File: config.mk
export PLATFORM = sky130hd
export DESIGN_NAME = page_flush_engine
export DESIGN_NICKNAME = d
export VERILOG_FILES = /design/src/rtl/pfe_pkg.sv /design/src/rtl/pfe_cmd_reg.sv /design/src/rtl/pfe_walker.sv /design/src/rtl/page_flush_engine.sv
export SDC_FILE = /design/constraint.sdc
export NUM_CORES = 1
export LEC_CHECK = 0
export ABC_AREA = 1
export CELL_PAD_IN_SITES_DETAIL_PLACEMENT = 2
export CELL_PAD_IN_SITES_GLOBAL_PLACEMENT = 2
export CORE_MARGIN = 4
export CORE_UTILIZATION = 17
export CTS_CLUSTER_DIAMETER = 50
export DETAILED_ROUTE_END_ITERATION = 8
export PLACE_DENSITY_LB_ADDON = 0.1
export SYNTH_ARGS = -nofsm -noshare
export SYNTH_HDL_FRONTEND = slang
export SYNTH_SLANG_ARGS = --single-unit
File: constraint.sdc
create_clock -name clk -period 2.5 [get_ports clk]
set_input_delay 0.625 -clock clk [delete_from_list [all_inputs] [get_ports clk]]
set_output_delay 0.625 -clock clk [all_outputs]
set_load 0.02 [all_outputs]
File: src/rtl/pfe_pkg.sv
package pfe_pkg;

    typedef enum logic [2:0] {
        W_IDLE,
        W_PG_LOOK,
        W_PG_WB,
        W_GF_SCAN,
        W_GF_WB,
        W_GF_INV
    } walk_state_e;

    localparam logic [1:0] LS_INVALID  = 2'b00;
    localparam logic [1:0] LS_CLEAN    = 2'b01;
    localparam logic [1:0] LS_MODIFIED = 2'b10;

    localparam int CMD_W         = 64;
    localparam int CMD_FAULT_BIT = 8;
    localparam int CMD_MODE_BIT  = 0;

endpackage

File: src/rtl/pfe_cmd_reg.sv
module pfe_cmd_reg #(
    parameter int PAGE_W   = 20,
    parameter int PG_SHIFT = 12
) (
    input  logic                     clk,
    input  logic                     rst_n,
    input  logic                     accept,
    input  logic [PAGE_W-1:0]        page_in,
    input  logic                     mode_in,
    input  logic                     fault_in,
    output logic [PAGE_W-1:0]        page_q,
    output logic                     mode_q,
    output logic [pfe_pkg::CMD_W-1:0] rdata
);
    import pfe_pkg::*;

    typedef struct packed {
        logic [PAGE_W-1:0] page;
        logic              mode;
        logic              fault;
    } cmd_s;

    cmd_s cmd_d, cmd_q;

    always_comb begin
        cmd_d = cmd_q;
        if (accept) begin
            cmd_d.page  = page_in;
            cmd_d.mode  = mode_in;
            cmd_d.fault = fault_in;
        end
    end

    always_ff @(posedge clk) begin
        if (!rst_n) begin
            cmd_q <= '0;
        end else begin
            cmd_q <= cmd_d;
        end
    end

    always_comb begin
        rdata                                = '0;
        rdata[PG_SHIFT +: PAGE_W]            = cmd_q.page;
        rdata[CMD_FAULT_BIT]                 = cmd_q.fault;
        rdata[CMD_MODE_BIT]                  = cmd_q.mode;
    end

    assign page_q = cmd_q.page;
    assign mode_q = cmd_q.mode;

endmodule

File: src/rtl/pfe_walker.sv
module pfe_walker #(
    parameter int ADDR_W      = 32,
    parameter int LINE_BYTES  = 32,
    parameter int CACHE_BYTES = 65536,
    parameter int PAGE_BYTES  = 4096
) (
    input  logic                                       clk,
    input  logic                                       rst_n,
    input  logic                                       start,
    input  logic                                       gflush,
    input  logic [ADDR_W-$clog2(PAGE_BYTES)-1:0]       page,
    input  logic                                       flush_mode,
    input  logic [ADDR_W-$clog2(CACHE_BYTES)-1:0]      arr_tag,
    input  logic [1:0]                                 arr_state,
    input  logic                                       wb_ack,
    output logic [$clog2(CACHE_BYTES/LINE_BYTES)-1:0]  arr_idx,
    output logic                                       arr_wr_en,
    output logic                                       wb_req,
    output logic [ADDR_W-1:0]                          wb_addr,
    output logic                                       idle
);
    import pfe_pkg::*;

    localparam int OFF_W    = $clog2(LINE_BYTES);
    localparam int PG_SHIFT = $clog2(PAGE_BYTES);
    localparam int NLINES   = CACHE_BYTES / LINE_BYTES;
    localparam int IDX_W    = $clog2(NLINES);
    localparam int TAG_W    = ADDR_W - IDX_W - OFF_W;
    localparam int LPP      = PAGE_BYTES / LINE_BYTES;
    localparam int LPP_W    = $clog2(LPP);
    localparam int PAGE_W   = ADDR_W - PG_SHIFT;
    localparam int HI_W     = IDX_W - LPP_W;

    typedef struct packed {
        walk_state_e      st;
        logic [IDX_W-1:0] cnt;
    } walk_s;

    walk_s w_d, w_q;

    logic [IDX_W-1:0] idx;
    logic             page_phase;
    logic             hit;
    logic             dirty;
    logic             last_pg;
    logic             last_all;

    assign page_phase = (w_q.st == W_PG_LOOK) || (w_q.st == W_PG_WB);
    assign idx        = page_phase ? {page[HI_W-1:0], w_q.cnt[LPP_W-1:0]} : w_q.cnt;
    assign dirty      = (arr_state == LS_MODIFIED);
    assign hit        = (arr_state != LS_INVALID) && (arr_tag == page[PAGE_W-1:HI_W]);
    assign last_pg    = (w_q.cnt[LPP_W-1:0] == LPP_W'(LPP - 1));
    assign last_all   = (w_q.cnt == IDX_W'(NLINES - 1));

    always_comb begin
        w_d       = w_q;
        arr_wr_en = 1'b0;
        wb_req    = 1'b0;
        unique case (w_q.st)
            W_IDLE: begin
                w_d.cnt = '0;
                if (gflush) begin
                    w_d.st = W_GF_SCAN;
                end else if (start) begin
                    w_d.st = W_PG_LOOK;
                end
            end
            W_PG_LOOK: begin
                if (hit && dirty && flush_mode) begin
                    w_d.st = W_PG_WB;
                end else begin
                    arr_wr_en = hit;
                    w_d.cnt   = w_q.cnt + 1'b1;
                    if (last_pg) begin
                        w_d.st = W_IDLE;
                    end
                end
            end
            W_PG_WB: begin
                wb_req = 1'b1;
                if (wb_ack) begin
                    arr_wr_en = 1'b1;
                    w_d.cnt   = w_q.cnt + 1'b1;
                    w_d.st    = last_pg ? W_IDLE : W_PG_LOOK;
                end
            end
            W_GF_SCAN: begin
                if (dirty) begin
                    w_d.st = W_GF_WB;
                end else begin
                    w_d.cnt = w_q.cnt + 1'b1;
                    if (last_all) begin
                        w_d.st = W_GF_INV;
                    end
                end
            end
            W_GF_WB: begin
                wb_req = 1'b1;
                if (wb_ack) begin
                    w_d.cnt = w_q.cnt + 1'b1;
                    w_d.st  = last_all ? W_GF_INV : W_GF_SCAN;
                end
            end
            W_GF_INV: begin
                arr_wr_en = 1'b1;
                w_d.cnt   = w_q.cnt + 1'b1;
                if (last_all) begin
                    w_d.st = W_IDLE;
                end
            end
            default: w_d.st = W_IDLE;
        endcase
    end

    always_ff @(posedge clk) begin
        if (!rst_n) begin
            w_q <= '{st: W_IDLE, cnt: '0};
        end else begin
            w_q <= w_d;
        end
    end

    assign arr_idx = idx;
    assign wb_addr = {arr_tag, idx, {OFF_W{1'b0}}};
    assign idle    = (w_q.st == W_IDLE);

endmodule

File: src/rtl/page_flush_engine.sv
module page_flush_engine #(
    parameter int ADDR_W      = 32,
    parameter int LINE_BYTES  = 32,
    parameter int CACHE_BYTES = 65536,
    parameter int PAGE_BYTES  = 4096
) (
    input  logic                                       clk,
    input  logic                                       rst_n,
    input  logic                                       reg_wr_en,
    input  logic [63:0]                                reg_wdata,
    output logic [63:0]                                reg_rdata,
    input  logic                                       xlat_fault,
    input  logic                                       gflush,
    output logic [$clog2(CACHE_BYTES/LINE_BYTES)-1:0]  arr_idx,
    input  logic [ADDR_W-$clog2(CACHE_BYTES)-1:0]      arr_tag,
    input  logic [1:0]                                 arr_state,
    output logic                                       arr_wr_en,
    output logic                                       wb_req,
    output logic [ADDR_W-1:0]                          wb_addr,
    input  logic                                       wb_ack,
    output logic                                       busy
);
    localparam int PG_SHIFT = $clog2(PAGE_BYTES);
    localparam int PAGE_W   = ADDR_W - PG_SHIFT;

    logic              idle;
    logic              accept;
    logic              start;
    logic [PAGE_W-1:0] page_q;
    logic              mode_q;
    logic              unused_wdata;

    assign accept       = reg_wr_en && idle && !gflush;
    assign start        = accept && !xlat_fault;
    assign busy         = !idle;
    assign unused_wdata = ^{reg_wdata[63:ADDR_W], reg_wdata[PG_SHIFT-1:1]};

    pfe_cmd_reg #(
        .PAGE_W   (PAGE_W),
        .PG_SHIFT (PG_SHIFT)
    ) u_cmd (
        .clk      (clk),
        .rst_n    (rst_n),
        .accept   (accept),
        .page_in  (reg_wdata[ADDR_W-1:PG_SHIFT]),
        .mode_in  (reg_wdata[0]),
        .fault_in (xlat_fault),
        .page_q   (page_q),
        .mode_q   (mode_q),
        .rdata    (reg_rdata)
    );

    pfe_walker #(
        .ADDR_W      (ADDR_W),
        .LINE_BYTES  (LINE_BYTES),
        .CACHE_BYTES (CACHE_BYTES),
        .PAGE_BYTES  (PAGE_BYTES)
    ) u_walk (
        .clk        (clk),
        .rst_n      (rst_n),
        .start      (start),
        .gflush     (gflush),
        .page       (page_q),
        .flush_mode (mode_q),
        .arr_tag    (arr_tag),
        .arr_state  (arr_state),
        .wb_ack     (wb_ack),
        .arr_idx    (arr_idx),
        .arr_wr_en  (arr_wr_en),
        .wb_req     (wb_req),
        .wb_addr    (wb_addr),
        .idle       (idle)
    );

endmodule

==> flow_summary.yaml <==
outcome:
  status: "finished, final reports clean"
synthesis:
  synth.top_cell.area_share: 0.2690
  synth_area_um2: 2679
  yosys-top-cells-area: "dfxtp_1 27%, buf_4 23%, nand2_1 11%"
  syn_inst: 406
  synthDistinctLibCells: 28
  yosysTopAreaCell: "dfxtp_1"
  syn_avg_cell_area_um2: 6.598
  yosysSeqAreaShare: 0.2690
  synth_seq_cells: 36
  synth_warnings: 0
pwr:
  power.switching_mw: 1.294
  p_per_area_nw_per_um2: 774.1
  power.leakage_nw: 1.604
  power_mw: 2.981
  p_sw_frac: 0.4342
  power_frac_seq: 0.248
  p_int_mw: 1.687
  clkPwrFrac: 0.224
  comb_power_share: 0.527
  ir_drop_mv: 0.2573
drt:
  wl_met3_um: 538
  drt_iter0_drc: 57
  wl_met1_um: 4304
  routed_wl_um: 9929
  top_layer: "met4"
  met2_wirelength_um: 4995
  num_vias: 2706
  vias_per_cell: 3.801
  wl_per_cell_um: 13.95
  antenna_left: 0
  drc_errors: 0
  drtPass1Iterations: 4
place:
  io_buffers: 107
  dp_hpwl_um: 8089
  globalplace.congestion: 0.7597
floorplan:
  chipHeight_um: 133.5
  floorplan.initialDensity: 0.1749
  dieArea_um2: 17830
  dieWidth_um: 133.5
  top_level_ports: 198
  core_area_um2: 15310
  num_rows: 45
critical_path:
  cp_top_family: "simple AND/OR/NAND/NOR gates"
  arrival_ps: 1820
  path_cells: "clkdlybuf4s15_1 > xnor2_1 > nand2_1 > nor2_2 > buf_6 > nand4_1 > nand4_1 > nand3_1 > buf_6"
  worstRegToRegCells: 10
  path_class: "in -> out"
  cp_num_cells: 9
  crit_buf_inv: 3
  cp_slowest_cell: "clkdlybuf4s15_1"
  end_kind: "primary output"
  path_max_fanout: 2
  cpPeakStageDelay_ps: 190
  cp-start-kind: "primary input"
  regToRegSetupSlack_ps: 600
  cp.required_ps: 1880
hold_path:
  min_path_type: "reg -> reg"
  hold_depth: 2
cts:
  cts_buffers: 5
  cts_tree: "yes"
  cts_buffer_depth: 2
  htreeDepth: 2
  path_clk_slew_ps: 60
  clock_latency_ps: 290
  clock-sinks: 36
  ctsRootBufferMaster: "clkbuf_16"
timing:
  fin_tns_setup_ps: 0
  period_share: 0.9795
  fmax_ghz: 0.4084
  slew_viol_final: 0
  setup_viol: 0
  rsz0062_at_grt: "yes"
  finalClockSkew_ps: 10.66
  fin_crit_ps: 2449
  hold_violations: 0
cells_and_area:
  finalNetCount: 589
  drive_above_1_share: 0.1297
  num-fill-cells: 1841
  area_growth_pct: 43.76
  mostFrequentLayoutCells: "81 x nand2_1, 79 x clkdlybuf4s50_1, 47 x conb_1, 38 x inv_1, 37 x a21oi_1"
  diodes: 0
  layout_commonest_cell: "nand2_1"
job:
  max_cap_viol_count: 0
global_routing:
  gr-total-overflow: 0
  grt_max_degree: 34
  grt_pass1_wl_um: 15590
  grt_pass1_vias: 2880
  grt_usage: 0.1107
  antenna_found_initial: 0
[cell usage after synthesis]
cell / number
nand3_1: 35
conb_1: 1
nand2_1: 82
ha_1: 1
and2_1: 1
buf_2: 2
xor2_1: 5
nand4_1: 6
nand2_4: 1
o21ai_1: 2
xnor2_1: 7
clkbuf_1: 8
inv_2: 1
dfxtp_1: 36
inv_1: 38
nand3b_1: 1
nor3_1: 7
nor3b_1: 1
o21bai_1: 1
a21oi_2: 1
or2_2: 1
nor2_4: 2
nor3_2: 1
nor2_1: 30
nand2_2: 1
o21ai_0: 14
buf_4: 83
a21oi_1: 37
[tightest hold or removal path, delay by kind of cell, from the launching register on]
kind / cells / cell delay (ps)
flip-flops: 1 / 320
AND/OR/NAND/NOR: 1 / 60
AO/OA/AOI/OAI: 1 / 50
[cell families (layout without fill, tap and decap cells)]
group	Yosys count	after routing	synth area share
xor gates and xnor gates	12	12	0.03923
and+or+nand+nor	169	169	0.2784
buffers and inverters	132	181	0.3022
other	1	47	0.001400
DFF	36	36	0.2690
adders and majority gates	1	1	0.004670
AOI/OAI and AO/OA	55	55	0.1051
[power groups by stage]
stage | clock network (mW) | registers, mW | logic, mW
6_report | 0.669 | 0.740 | 1.57
5_1_grt | 0.724 | 0.758 | 1.75
4_1_cts | 0.700 | 0.743 | 1.62
3_5_place_dp | 0 | 0.754 | 1.63
3_3_place_gp | 0 | 0.751 | 1.60
2_1_floorplan | 0 | 0.814 | 0.919
[layer usage]
metal / global-route usage / vias up
li1: - / 1344
met1: 0.1355 / 1268
met2: 0.1984 / 88
met3: 0.02455 / 6
met4: 0.02400 / 0
met5: 0 / -
[metrics by stage]
step / area (um2) / hold WS (ps) / setup WS [ps] / instances / util
4_1_cts: 3864 / 483.7 / -97.27 / 711 / 0.2523
2_1_floorplan: 2851 / 444.2 / 276.2 / 452 / -
3_3_place_gp: 3719 / 453.3 / -768.6 / 703 / 0.2428
5_1_grt: 3851 / 515.7 / -54.75 / 712 / 0.2515
3_5_place_dp: 3719 / 471.6 / -812.2 / 703 / 0.2428
6_report: 3851 / 483.3 / 51.14 / 712 / 0.2515
[path summary, 6_finish.rpt]
check | startpoint | end
max | arr_tag[12] | arr_wr_en
min | u_cmd.rdata[8] | u_cmd.rdata[8]
max reg2reg | u_walk.w_q[1] | u_walk.w_q[8]
min reg2reg | u_cmd.rdata[8] | u_cmd.rdata[8]
[flip-flops by register name, summed over array words and instances, names as in the netlist]
signal / count
u_cmd.rdata: 1
u_cmd.mode_q: 1
u_cmd.page_q: 20
u_walk.w_q: 14
[timing repair]
action / 4_1_cts / 5_1_grt
hold buffers: 0 / 0
endpoints found under the setup margin: 9 / 8
pin swaps: 13 / 12
buffers inserted: 0 / 1
gates resized for setup: 39 / 36
[cell type report]
cell class / count / area [um2] / area share
clock buffer: 7 / 142.6 / 0.03704
clock inverter: 1 / 7.507 / 0.001949
inverter: 39 / 146.4 / 0.03801
multi-input combinational: 284 / 1354 / 0.3515
sequential: 36 / 720.7 / 0.1871
tap: 211 / 264.0 / 0.06855
timing repair buffer: 134 / 1216 / 0.3158
Power figures use the tool's default switching activity.
